===== config.mk =====
export PLATFORM = sky130hd
export DESIGN_NAME = dual_pwm_gen
export DESIGN_NICKNAME = d
export VERILOG_FILES = /design/src/rtl/dpwm_pkg.sv /design/src/rtl/dpwm_regs.sv /design/src/rtl/dpwm_prescaler.sv /design/src/rtl/dpwm_phase_fsm.sv /design/src/rtl/dual_pwm_gen.sv
export SDC_FILE = /design/constraint.sdc
export NUM_CORES = 1
export LEC_CHECK = 0
export BUFFER_PORTS_ARGS = -buffer_cell sky130_fd_sc_hd__buf_2
export CAP_MARGIN = 20
export CORE_MARGIN = 1
export CORE_UTILIZATION = 50
export DETAILED_ROUTE_END_ITERATION = 10
export PLACE_DENSITY_LB_ADDON = 0.05
export SLEW_MARGIN = 10
export SYNTH_ARGS = -nofsm -noshare
export SYNTH_HDL_FRONTEND = slang
export SYNTH_SLANG_ARGS = --single-unit

===== constraint.sdc =====
create_clock -name clk -period 4.3 [get_ports clk]
set_clock_uncertainty 0.2 [all_clocks]
set_input_delay 0.215 -clock clk [delete_from_list [all_inputs] [get_ports clk]]
set_output_delay 0.215 -clock clk [all_outputs]
set_load 0.1 [all_outputs]

===== src/rtl/dpwm_pkg.sv =====
package dpwm_pkg;

    localparam int NUM_CH  = 2;
    localparam int DATA_W  = 32;
    localparam int ADDR_W  = 4;
    localparam int CNT_W   = 16;
    localparam int PRE_W   = 7;
    localparam int SEL_W   = 2;
    localparam int NUM_SRC = 1 << SEL_W;

    localparam logic [ADDR_W-1:0] OFS_CTRL = ADDR_W'(8);

    typedef enum logic [1:0] {
        PH_IDLE = 2'd0,
        PH_HIGH = 2'd1,
        PH_LOW  = 2'd2
    } phase_e;

    // Control register field positions, per channel
    function automatic int oe_bit(input int ch);
        return ch;
    endfunction

    function automatic int sel_lsb(input int ch);
        return 4 + SEL_W * ch;
    endfunction

    function automatic int pre_lsb(input int ch);
        return 8 + 8 * ch;
    endfunction

    function automatic int cken_bit(input int ch);
        return 15 + 8 * ch;
    endfunction

    function automatic logic [ADDR_W-1:0] count_ofs(input int ch);
        return ADDR_W'(4 * ch);
    endfunction

    function automatic logic [DATA_W-1:0] ctrl_mask();
        logic [DATA_W-1:0] m;
        m = '0;
        for (int ch = 0; ch < NUM_CH; ch++) begin
            m[oe_bit(ch)]   = 1'b1;
            m[cken_bit(ch)] = 1'b1;
            for (int b = 0; b < SEL_W; b++) m[sel_lsb(ch) + b] = 1'b1;
            for (int b = 0; b < PRE_W; b++) m[pre_lsb(ch) + b] = 1'b1;
        end
        return m;
    endfunction

endpackage


===== src/rtl/dpwm_regs.sv =====
module dpwm_regs
    import dpwm_pkg::*;
(
    input  logic                          clk,
    input  logic                          rst_n,
    input  logic                          wr_en,
    input  logic [ADDR_W-1:0]             addr,
    input  logic [DATA_W-1:0]             wdata,
    output logic [NUM_CH-1:0][DATA_W-1:0] count_q,
    output logic [DATA_W-1:0]             ctrl_q,
    output logic [DATA_W-1:0]             rdata
);

    localparam logic [DATA_W-1:0] CTRL_MASK = ctrl_mask();

    // Shared control register
    always_ff @(posedge clk or negedge rst_n) begin
        if (!rst_n) begin
            ctrl_q <= '0;
        end else if (wr_en && addr == OFS_CTRL) begin
            ctrl_q <= wdata & CTRL_MASK;
        end
    end

    // One count register per channel
    for (genvar ch = 0; ch < NUM_CH; ch++) begin : g_count
        always_ff @(posedge clk or negedge rst_n) begin
            if (!rst_n) begin
                count_q[ch] <= '0;
            end else if (wr_en && addr == count_ofs(ch)) begin
                count_q[ch] <= wdata;
            end
        end
    end

    // Read multiplexer, unknown offsets return zero
    always_comb begin
        rdata = '0;
        if (addr == OFS_CTRL) rdata = ctrl_q;
        for (int ch = 0; ch < NUM_CH; ch++) begin
            if (addr == count_ofs(ch)) rdata = count_q[ch];
        end
    end

endmodule


===== src/rtl/dpwm_prescaler.sv =====
module dpwm_prescaler
    import dpwm_pkg::*;
(
    input  logic               clk,
    input  logic               rst_n,
    input  logic               run,
    input  logic [SEL_W-1:0]   sel,
    input  logic [PRE_W-1:0]   pre,
    input  logic [NUM_SRC-1:0] src_tick,
    output logic               ptick
);

    logic [PRE_W-1:0] div_q;
    logic             tick_sel;
    logic             wrap;

    assign tick_sel = src_tick[sel];
    // >= keeps the divider bounded if the prescaler is lowered on the fly
    assign wrap     = (div_q >= pre);
    assign ptick    = run && tick_sel && wrap;

    always_ff @(posedge clk or negedge rst_n) begin
        if (!rst_n) begin
            div_q <= '0;
        end else if (!run) begin
            div_q <= '0;
        end else if (tick_sel) begin
            div_q <= wrap ? '0 : div_q + 1'b1;
        end
    end

endmodule


===== src/rtl/dpwm_phase_fsm.sv =====
module dpwm_phase_fsm
    import dpwm_pkg::*;
(
    input  logic             clk,
    input  logic             rst_n,
    input  logic             active,
    input  logic             ptick,
    input  logic [CNT_W-1:0] cfg_hi,
    input  logic [CNT_W-1:0] cfg_lo,
    output logic             running,
    output logic             out
);

    phase_e           state_q, state_d;
    logic [CNT_W-1:0] cnt_q, cnt_d;
    logic [CNT_W-1:0] hi_q, hi_d;
    logic [CNT_W-1:0] lo_q, lo_d;
    logic [CNT_W:0]   cnt_inc;
    phase_e           start_phase;

    assign cnt_inc     = {1'b0, cnt_q} + 1'b1;
    assign start_phase = (cfg_hi != '0) ? PH_HIGH : PH_LOW;

    // Next-state logic
    always_comb begin
        state_d = state_q;
        cnt_d   = cnt_q;
        hi_d    = hi_q;
        lo_d    = lo_q;
        if (!active) begin
            state_d = PH_IDLE;
            cnt_d   = '0;
        end else begin
            unique case (state_q)
                PH_IDLE: begin
                    hi_d    = cfg_hi;
                    lo_d    = cfg_lo;
                    cnt_d   = '0;
                    state_d = start_phase;
                end
                PH_HIGH: begin
                    if (ptick) begin
                        if (cnt_inc >= {1'b0, hi_q}) begin
                            cnt_d = '0;
                            if (lo_q != '0) begin
                                state_d = PH_LOW;
                            end else begin
                                hi_d    = cfg_hi;
                                lo_d    = cfg_lo;
                                state_d = start_phase;
                            end
                        end else begin
                            cnt_d = cnt_inc[CNT_W-1:0];
                        end
                    end
                end
                PH_LOW: begin
                    if (ptick) begin
                        if (cnt_inc >= {1'b0, lo_q}) begin
                            cnt_d   = '0;
                            hi_d    = cfg_hi;
                            lo_d    = cfg_lo;
                            state_d = start_phase;
                        end else begin
                            cnt_d = cnt_inc[CNT_W-1:0];
                        end
                    end
                end
                default: begin
                    state_d = PH_IDLE;
                    cnt_d   = '0;
                end
            endcase
        end
    end

    // State register
    always_ff @(posedge clk or negedge rst_n) begin
        if (!rst_n) begin
            state_q <= PH_IDLE;
            cnt_q   <= '0;
            hi_q    <= '0;
            lo_q    <= '0;
        end else begin
            state_q <= state_d;
            cnt_q   <= cnt_d;
            hi_q    <= hi_d;
            lo_q    <= lo_d;
        end
    end

    // Outputs: gated by the live enable so a disable lands at once
    always_comb begin
        running = (state_q != PH_IDLE);
        out     = active && (state_q == PH_HIGH);
    end

endmodule


===== src/rtl/dual_pwm_gen.sv =====
module dual_pwm_gen
    import dpwm_pkg::*;
(
    input  logic        clk,
    input  logic        rst_n,
    input  logic        bus_wr,
    input  logic [3:0]  bus_addr,
    input  logic [31:0] bus_wdata,
    output logic [31:0] bus_rdata,
    input  logic [3:0]  src_tick,
    output logic [1:0]  pwm_out
);

    logic [NUM_CH-1:0][DATA_W-1:0] count_q;
    logic [DATA_W-1:0]             ctrl_q;
    logic [NUM_CH-1:0]             active;
    logic [NUM_CH-1:0]             ptick;
    logic [NUM_CH-1:0]             running;

    dpwm_regs u_regs (
        .clk     (clk),
        .rst_n   (rst_n),
        .wr_en   (bus_wr),
        .addr    (bus_addr),
        .wdata   (bus_wdata),
        .count_q (count_q),
        .ctrl_q  (ctrl_q),
        .rdata   (bus_rdata)
    );

    for (genvar ch = 0; ch < NUM_CH; ch++) begin : g_ch
        assign active[ch] = ctrl_q[oe_bit(ch)] && ctrl_q[cken_bit(ch)];

        dpwm_prescaler u_pre (
            .clk      (clk),
            .rst_n    (rst_n),
            .run      (running[ch]),
            .sel      (ctrl_q[sel_lsb(ch) +: SEL_W]),
            .pre      (ctrl_q[pre_lsb(ch) +: PRE_W]),
            .src_tick (src_tick),
            .ptick    (ptick[ch])
        );

        dpwm_phase_fsm u_fsm (
            .clk     (clk),
            .rst_n   (rst_n),
            .active  (active[ch]),
            .ptick   (ptick[ch]),
            .cfg_hi  (count_q[ch][DATA_W-1 -: CNT_W]),
            .cfg_lo  (count_q[ch][CNT_W-1:0]),
            .running (running[ch]),
            .out     (pwm_out[ch])
        );
    end

endmodule


* Word-level counts from Yosys, hierarchy flattened
Cells that the tools add are included.
W data, S select, Z words.
** Storage, ports and cells
- Word-level logic and storage cells :: 144
- Output and inout bits :: 34
- Register bits after elaboration :: 200
- Input port bits :: 43
** Cells by class
- Reduce and logical (&&, ||, !) cells :: 28
- Equality and inequality tests :: 26
- Add/sub/neg operators :: 4
- Mux-type cells :: 65
- Magnitude comparators :: 8
** Operators with widths (count)
- $mux W16 :: 30
- $pmux W16 S3 :: 4
- $ge A17 B16 Y1 :: 4
- $mux W32 :: 2
- $pmux W16 S2 :: 2
- $reduce_bool A16 Y1 :: 4
- $mux W7 :: 6
- $add A16 B1 Y17 const B :: 2
- $mux W2 :: 14
- $mux W24 :: 1
- $ne A3 B3 Y1 const B :: 8
- $ne A2 B1 Y1 const B :: 8
- $add A7 B1 Y7 const B :: 2
- $ge A7 B7 Y1 :: 2
- $reduce_and A7 Y1 :: 2
- $pmux W2 S3 :: 2
- $logic_and A1 B1 Y1 :: 11
- $ne A2 B2 Y1 const B :: 4
- $reduce_and A4 Y1 :: 2
- $lt A2 B3 Y1 const B :: 2
- $reduce_bool A3 Y1 :: 2
- $bmux W1 S2 :: 2
- $eq A2 B1 Y1 const B :: 2
- $eq A2 B2 Y1 const B :: 2
- other kinds (7) :: 11

* Logic depth before layout (Yosys ltp)
- Word-level depth :: 7
- Mapped depth :: 15
- Gate-level depth less buffers :: 14

* By module
Synthesis repeated with hierarchy kept, for this count alone.
** Unflattened totals
- Cells, all modules :: 1038
- Area total of the unflattened synthesis :: 11790.1 um^2
** By module, submodules not included
- dpwm_regs :: area each 3975.1 um^2, instances 1, cells each 297, seq. area each 2152.1 um^2
- dpwm_phase_fsm at g_ch[1].u_fsm :: area each 3311.9 um^2, instances 1, cells each 316, seq. area each 1251.2 um^2
- dpwm_phase_fsm at g_ch[0].u_fsm :: area each 3269.4 um^2, instances 1, cells each 297, seq. area each 1251.2 um^2
- dpwm_prescaler :: area each 610.6 um^2, instances 2, cells each 63, seq. area each 175.2 um^2
- dual_pwm_gen :: area each 12.5 um^2, instances 1, cells each 2, seq. area each 0.0 um^2

* Worst setup path before layout
No wires, ideal clock.
- Path kind :: reg-to-reg
- From :: register g_ch[0].u_fsm.cnt_q[7]
- To :: register g_ch[0].u_fsm.hi_q[0]
- Data required time :: 3975 ps
- Path slack :: 507 ps
- Library setup time :: 125 ps
- Path buffers :: 1
- Cell stages (with the launch flop) :: 15
- Period minus slack after synthesis :: 3793 ps
- Arrival :: 3468 ps
- Cells stage by stage :: dfrtp_1 nand4_1 nor4_1 and3_1 xnor2_1 inv_1 ha_1 nand3_1 or2_1 a2111oi_0 nor4b_1 a31o_2 nor3b_2 buf_2 mux2_2
** On the way
- Longest elaborated chain between the ends :: 4
- Elaborated cells between the ends (all ways) :: 6
- Those cells by class :: add/sub (1); order compare (2); eq/ne (2); reduce/logical (1)
** Ends and longest elaborated chain
- start, declared :: line dpwm_phase_fsm.sv:15 : logic [CNT_W-1:0] cnt_q, cnt_d;
- start signal, assigned :: line dpwm_phase_fsm.sv:86 : cnt_q <= cnt_d;
- $add A16 B1 Y17 * :: line dpwm_phase_fsm.sv:21 : assign cnt_inc = {1'b0, cnt_q} + 1'b1;
- $ge A17 B16 Y1 (on tied branches) :: line dpwm_phase_fsm.sv:43, dpwm_phase_fsm.sv:59
- $ne A2 B1 Y1 (no source line)
- $reduce_and A7 Y1 (no source line) *
- end signal, assigned :: line dpwm_phase_fsm.sv:87 : hi_q <= hi_d;
- end, declared :: line dpwm_phase_fsm.sv:16 : logic [CNT_W-1:0] hi_q, hi_d;
Every way passes the cells marked *; elsewhere a longest branch is shown, timed or not.
A chain may end at the register's enable or synchronous reset.

* Final worst setup path
- From :: register g_ch[0].u_fsm.cnt_q[7]
- To :: register g_ch[0].u_fsm.lo_q[2]
** On the way
- Longest elaborated chain between the ends :: 4
- Elaborated cells between the ends (all ways) :: 6
- Those cells by class :: add/sub (1); order compare (2); eq/ne (2); reduce/logical (1)
** Ends and longest elaborated chain
- $add A16 B1 Y17 * :: line dpwm_phase_fsm.sv:21
- $ge A17 B16 Y1 (on tied branches) :: line dpwm_phase_fsm.sv:43, dpwm_phase_fsm.sv:59
- $ne A2 B1 Y1 (no source line)
- $reduce_and A7 Y1 (no source line) *
- end signal, assigned :: line dpwm_phase_fsm.sv:88 : lo_q <= lo_d;
- end, declared :: line dpwm_phase_fsm.sv:17 : logic [CNT_W-1:0] lo_q, lo_d;
Marks and branches as above.

==> results.py <==
metrics = {
    "logic_synthesis": {
        "synth-seq-area-share_pct": 44.5,
        "syn_area_um2": 11200,
        "ys_warn_count": 0,
        "synth_area_leaders": "dfrtp_1, mux2_2, ha_1",
        "avgSynthCellArea_um2": 10.4,
        "synth_top_area_share_pct": 44.5,
        "synth_edf_count": 0,
        "yosys_most_used_dff": "dfrtp_1",
        "yosysUniqueCellTypes": 56,
        "synth_seq_cells": 200,
        "yosys.area.top_type": "dfrtp_1",
        "synthesis.nets": 1218,
        "async_flop_share_pct": 100,
        "netlist_instances": 1085,
    },
    "power": {
        "power_uw": 6070,
        "leakagePower_uw": 0.00622,
        "power.share.sequential_pct": 45.9,
        "p_sw_uw": 2090,
        "power.density_nw_per_um2": 468,
        "p_int_uw": 3980,
        "ir_drop_v": 0.000279,
        "switching_share_pct": 34.4,
        "pwr-share-comb_pct": 27.9,
        "clkPwrFrac_pct": 26.2,
    },
    "job": {
        "drv_cap": 0,
    },
    "sta": {
        "grt_setup_unrepaired": "no",
        "slew_viol_final": 0,
        "finalHoldViolCount": 0,
        "slew_headroom_pct": 40.7,
        "max_clock_freq_ghz": 0.247,
        "tightest_slew_ns": 0.889,
        "setup_tns_ns": 0,
        "fin_crit_ns": 4.04,
        "setup_viol": 0,
        "period_share_pct": 94.1,
    },
    "floorplan": {
        "start_util_pct": 51.2,
        "io_pins": 77,
        "core_area_um2": 22000,
        "die_y_um": 152,
        "die_w_um": 152,
        "rows": 54,
        "dieArea_um2": 23100,
    },
    "critical_path": {
        "startpoint": "g_ch[0].u_fsm.cnt_q[7]",
        "r2r-start": "g_ch[0].u_fsm.cnt_q[7]",
        "crit_type": "reg -> reg",
        "cp.required_ns": 4.42,
        "worstSetupStartpointType": "register",
        "path_max_fanout": 32,
        "critPathArrivalTime_ns": 4.17,
        "end_kind": "register",
    },
    "detailed_routing": {
        "wl_per_cell_um": 18.7,
        "vias": 8302,
        "drtIter0Drc": 492,
        "drt_first_pass_iters": 7,
        "vias_per_cell": 5.57,
        "wirelength_mm": 27.9,
        "drt.antenna.violating_nets": 0,
        "drc": 10,
    },
    "final_layout": {
        "area_growth_pct": 15.3,
        "fillCellCount": 1915,
        "antennaDiodeCount": 0,
        "nNetsFinal": 1333,
        "utilization_pct": 59.1,
        "post_route_cells_drive_above_1_share_pct": 22.2,
    },
    "clock_network": {
        "cts.path.max_buffers": 2,
        "cts_buffers": 17,
        "clock_sinks": 200,
        "clock_latency_ns": 0.44,
        "cts-root-buf": "clkbuf_16",
        "cts_tree": "built",
        "htree_levels": 4,
        "clkTransAtPathRegs_ns": 0.08,
    },
    "min_path": {
        "hp-class": "in -> reg",
        "hold_path_startpoint": "bus_wr",
    },
    "placement": {
        "port_buffers": 76,
        "gp_congestion": 0.840,
        "place_hpwl_mm": 20.7,
    },
    "outcome": {
        "violations": "design-rule violations",
        "outcome": "complete, but fails checks",
    },
    "global_routing": {
        "first_global_vias": 8204,
        "grt_pass1_wl_mm": 45.6,
        "grt_max_degree": 108,
        "antenna_found_initial": 0,
        "grtUsageTotal_pct": 25.5,
        "grt.overflow.total": 0,
    },
}
==> synth_stat cells, types with 2 or more instances <==
cell type	number
buf_4	2
o31ai_1	7
mux2_1	30
nand2_1	89
mux2i_1	13
dfrtp_1	200
nand3_1	41
a211oi_1	4
buf_6	3
a31oi_1	4
nand4_1	18
a31o_2	2
a21oi_1	45
mux4_2	2
nor4b_1	2
o211ai_1	2
a22o_1	3
buf_1	6
nor4_1	21
a21o_1	8
or2_2	2
clkbuf_1	21
o2111ai_1	3
o21ai_0	79
nor2_1	63
inv_1	106
buf_2	4
nor3_1	3
ha_1	90
and3_1	11
xor2_1	11
xnor2_1	21
o21bai_1	3
a2111o_1	2
mux2_2	121
and4_1	6
nor2b_1	9
o21a_1	2
nand2b_1	9
==> cell usage in the layout (no fill, tap or decap), types with 3 or more instances in the layout <==
cell / synthesis / layout
buf_12: 0 / 3
o31ai_1: 7 / 7
mux2i_1: 13 / 13
a211oi_1: 4 / 3
dlygate4sd3_1: 0 / 33
mux2_2: 121 / 121
inv_6: 0 / 4
nor2b_1: 9 / 9
xor2_1: 11 / 11
ha_1: 90 / 90
nor2_1: 63 / 63
a31oi_1: 4 / 4
o2111ai_1: 3 / 3
clkinv_4: 0 / 3
nand4_1: 18 / 18
mux2_1: 30 / 30
and4_1: 6 / 6
inv_8: 0 / 3
clkbuf_16: 0 / 17
o21bai_1: 3 / 3
buf_4: 2 / 20
buf_2: 4 / 75
dfrtp_1: 200 / 199
and3_1: 11 / 11
a21o_1: 8 / 8
a22o_1: 3 / 3
a21oi_1: 45 / 45
nand2_1: 89 / 89
o21ai_0: 79 / 79
nand3_1: 41 / 40
nor4_1: 21 / 20
xnor2_1: 21 / 21
inv_1: 106 / 106
nand2b_1: 9 / 9
==> per-stage QoR <==
step / instance area [um2] / hold WS [ns] / cells / setup slack, ns
6_report: 13000 / 0.182 / 1491 / 0.256
3_5_place_dp: 12000 / 0.180 / 1427 / 0.141
2_1_floorplan: 11200 / -0.281 / 1085 / 0.507
4_1_cts: 12900 / 0.165 / 1490 / 0.138
3_3_place_gp: 12000 / 0.188 / 1427 / 0.312
5_1_grt: 13000 / 0.180 / 1491 / 0.0166
==> routing by layer <==
metal	part of all wire (%)	vias up	track usage (%)	routed length (um)
li1	-	4047	-	-
met1	50	4063	37.6	14000
met2	45	176	39.6	12500
met3	4.2	16	3.85	1160
met4	0.87	0	5.88	244
met5	0	-	0	0
==> logic make-up (layout without fill, tap and decap cells) <==
group / after synthesis / in the layout / synth area share (%)
AOI/OAI and AO/OA: 171 / 171 / 8.83
xor gates and xnor gates: 32 / 32 / 2.49
adders and majority gates: 90 / 90 / 10.0
buffers and inverters: 142 / 268 / 5.05
DFF: 200 / 200 / 44.5
muxes: 166 / 166 / 16.7
and+or+nand+nor: 284 / 284 / 12.4
==> state kept, by name (all words and copies together) (netlist names) <==
signal	flops
u_regs.count_q	64
g_ch.u_fsm.cnt_q	32
g_ch.u_fsm.hi_q	32
g_ch.u_fsm.lo_q	32
u_regs.ctrl_q	22
g_ch.u_pre.div_q	14
g_ch.u_fsm.state_q	4
==> path summary, 6_finish.rpt <==
kind | endpoint | slack (ns) | cells past startpoint
setup / recovery | g_ch[0].u_fsm.lo_q[2] | 0.26 | 15
hold / removal | u_regs.count_q[38] | 0.18 | 3
setup reg to reg | g_ch[0].u_fsm.lo_q[2] | 0.26 | 15
hold reg to reg | g_ch[1].u_fsm.hi_q[13] | 0.29 | 1
max in group asynchronous | g_ch[1].u_fsm.lo_q[11] | 2.61 | 3
min in group asynchronous | g_ch[1].u_pre.div_q[0] | 0.23 | 2
==> power groups by stage <==
stage | Sequential, uW | Clock (uW) | Combinational, uW
2_1_floorplan | 2630 | 0 | 1300
3_3_place_gp | 2810 | 0 | 1630
3_5_place_dp | 2820 | 0 | 1660
4_1_cts | 2790 | 1630 | 1700
5_1_grt | 2860 | 1700 | 1900
6_report | 2790 | 1590 | 1690
==> area by class of cell <==
type,count,area (um2),share of cell area (%)
inverter,106,398,3.07
clock inverter,12,133,1.02
tap,280,350,2.70
timing repair buffer,132,930,7.17
multi-input combinational,743,5720,44.1
sequential,200,5010,38.6
clock buffer,18,439,3.39
==> repair_timing <==
action                     4_1_cts  5_1_grt
hold buffers                    33        0
gates resized for setup          0        4
buffers inserted                 0        0
hold endpoints to repair       190        0
setup endpoints to repair        0       32
==> critical path, cell delays in order, from the launching register on <==
cell and delay (ns):
dfrtp_1 0.43, nand4_1 0.17, nor4_2 0.32, buf_4 0.17, and3_1 0.17, xnor2_1 0.15
inv_1 0.11, ha_1 0.28, nand3_1 0.08, or2_1 0.24, a2111oi_1 0.40, nor4b_1 0.10
a31o_2 0.26, nor3b_4 0.22, buf_12 0.23, mux2_2 0.36
Note: power is estimated with default switching activity, not from simulation.
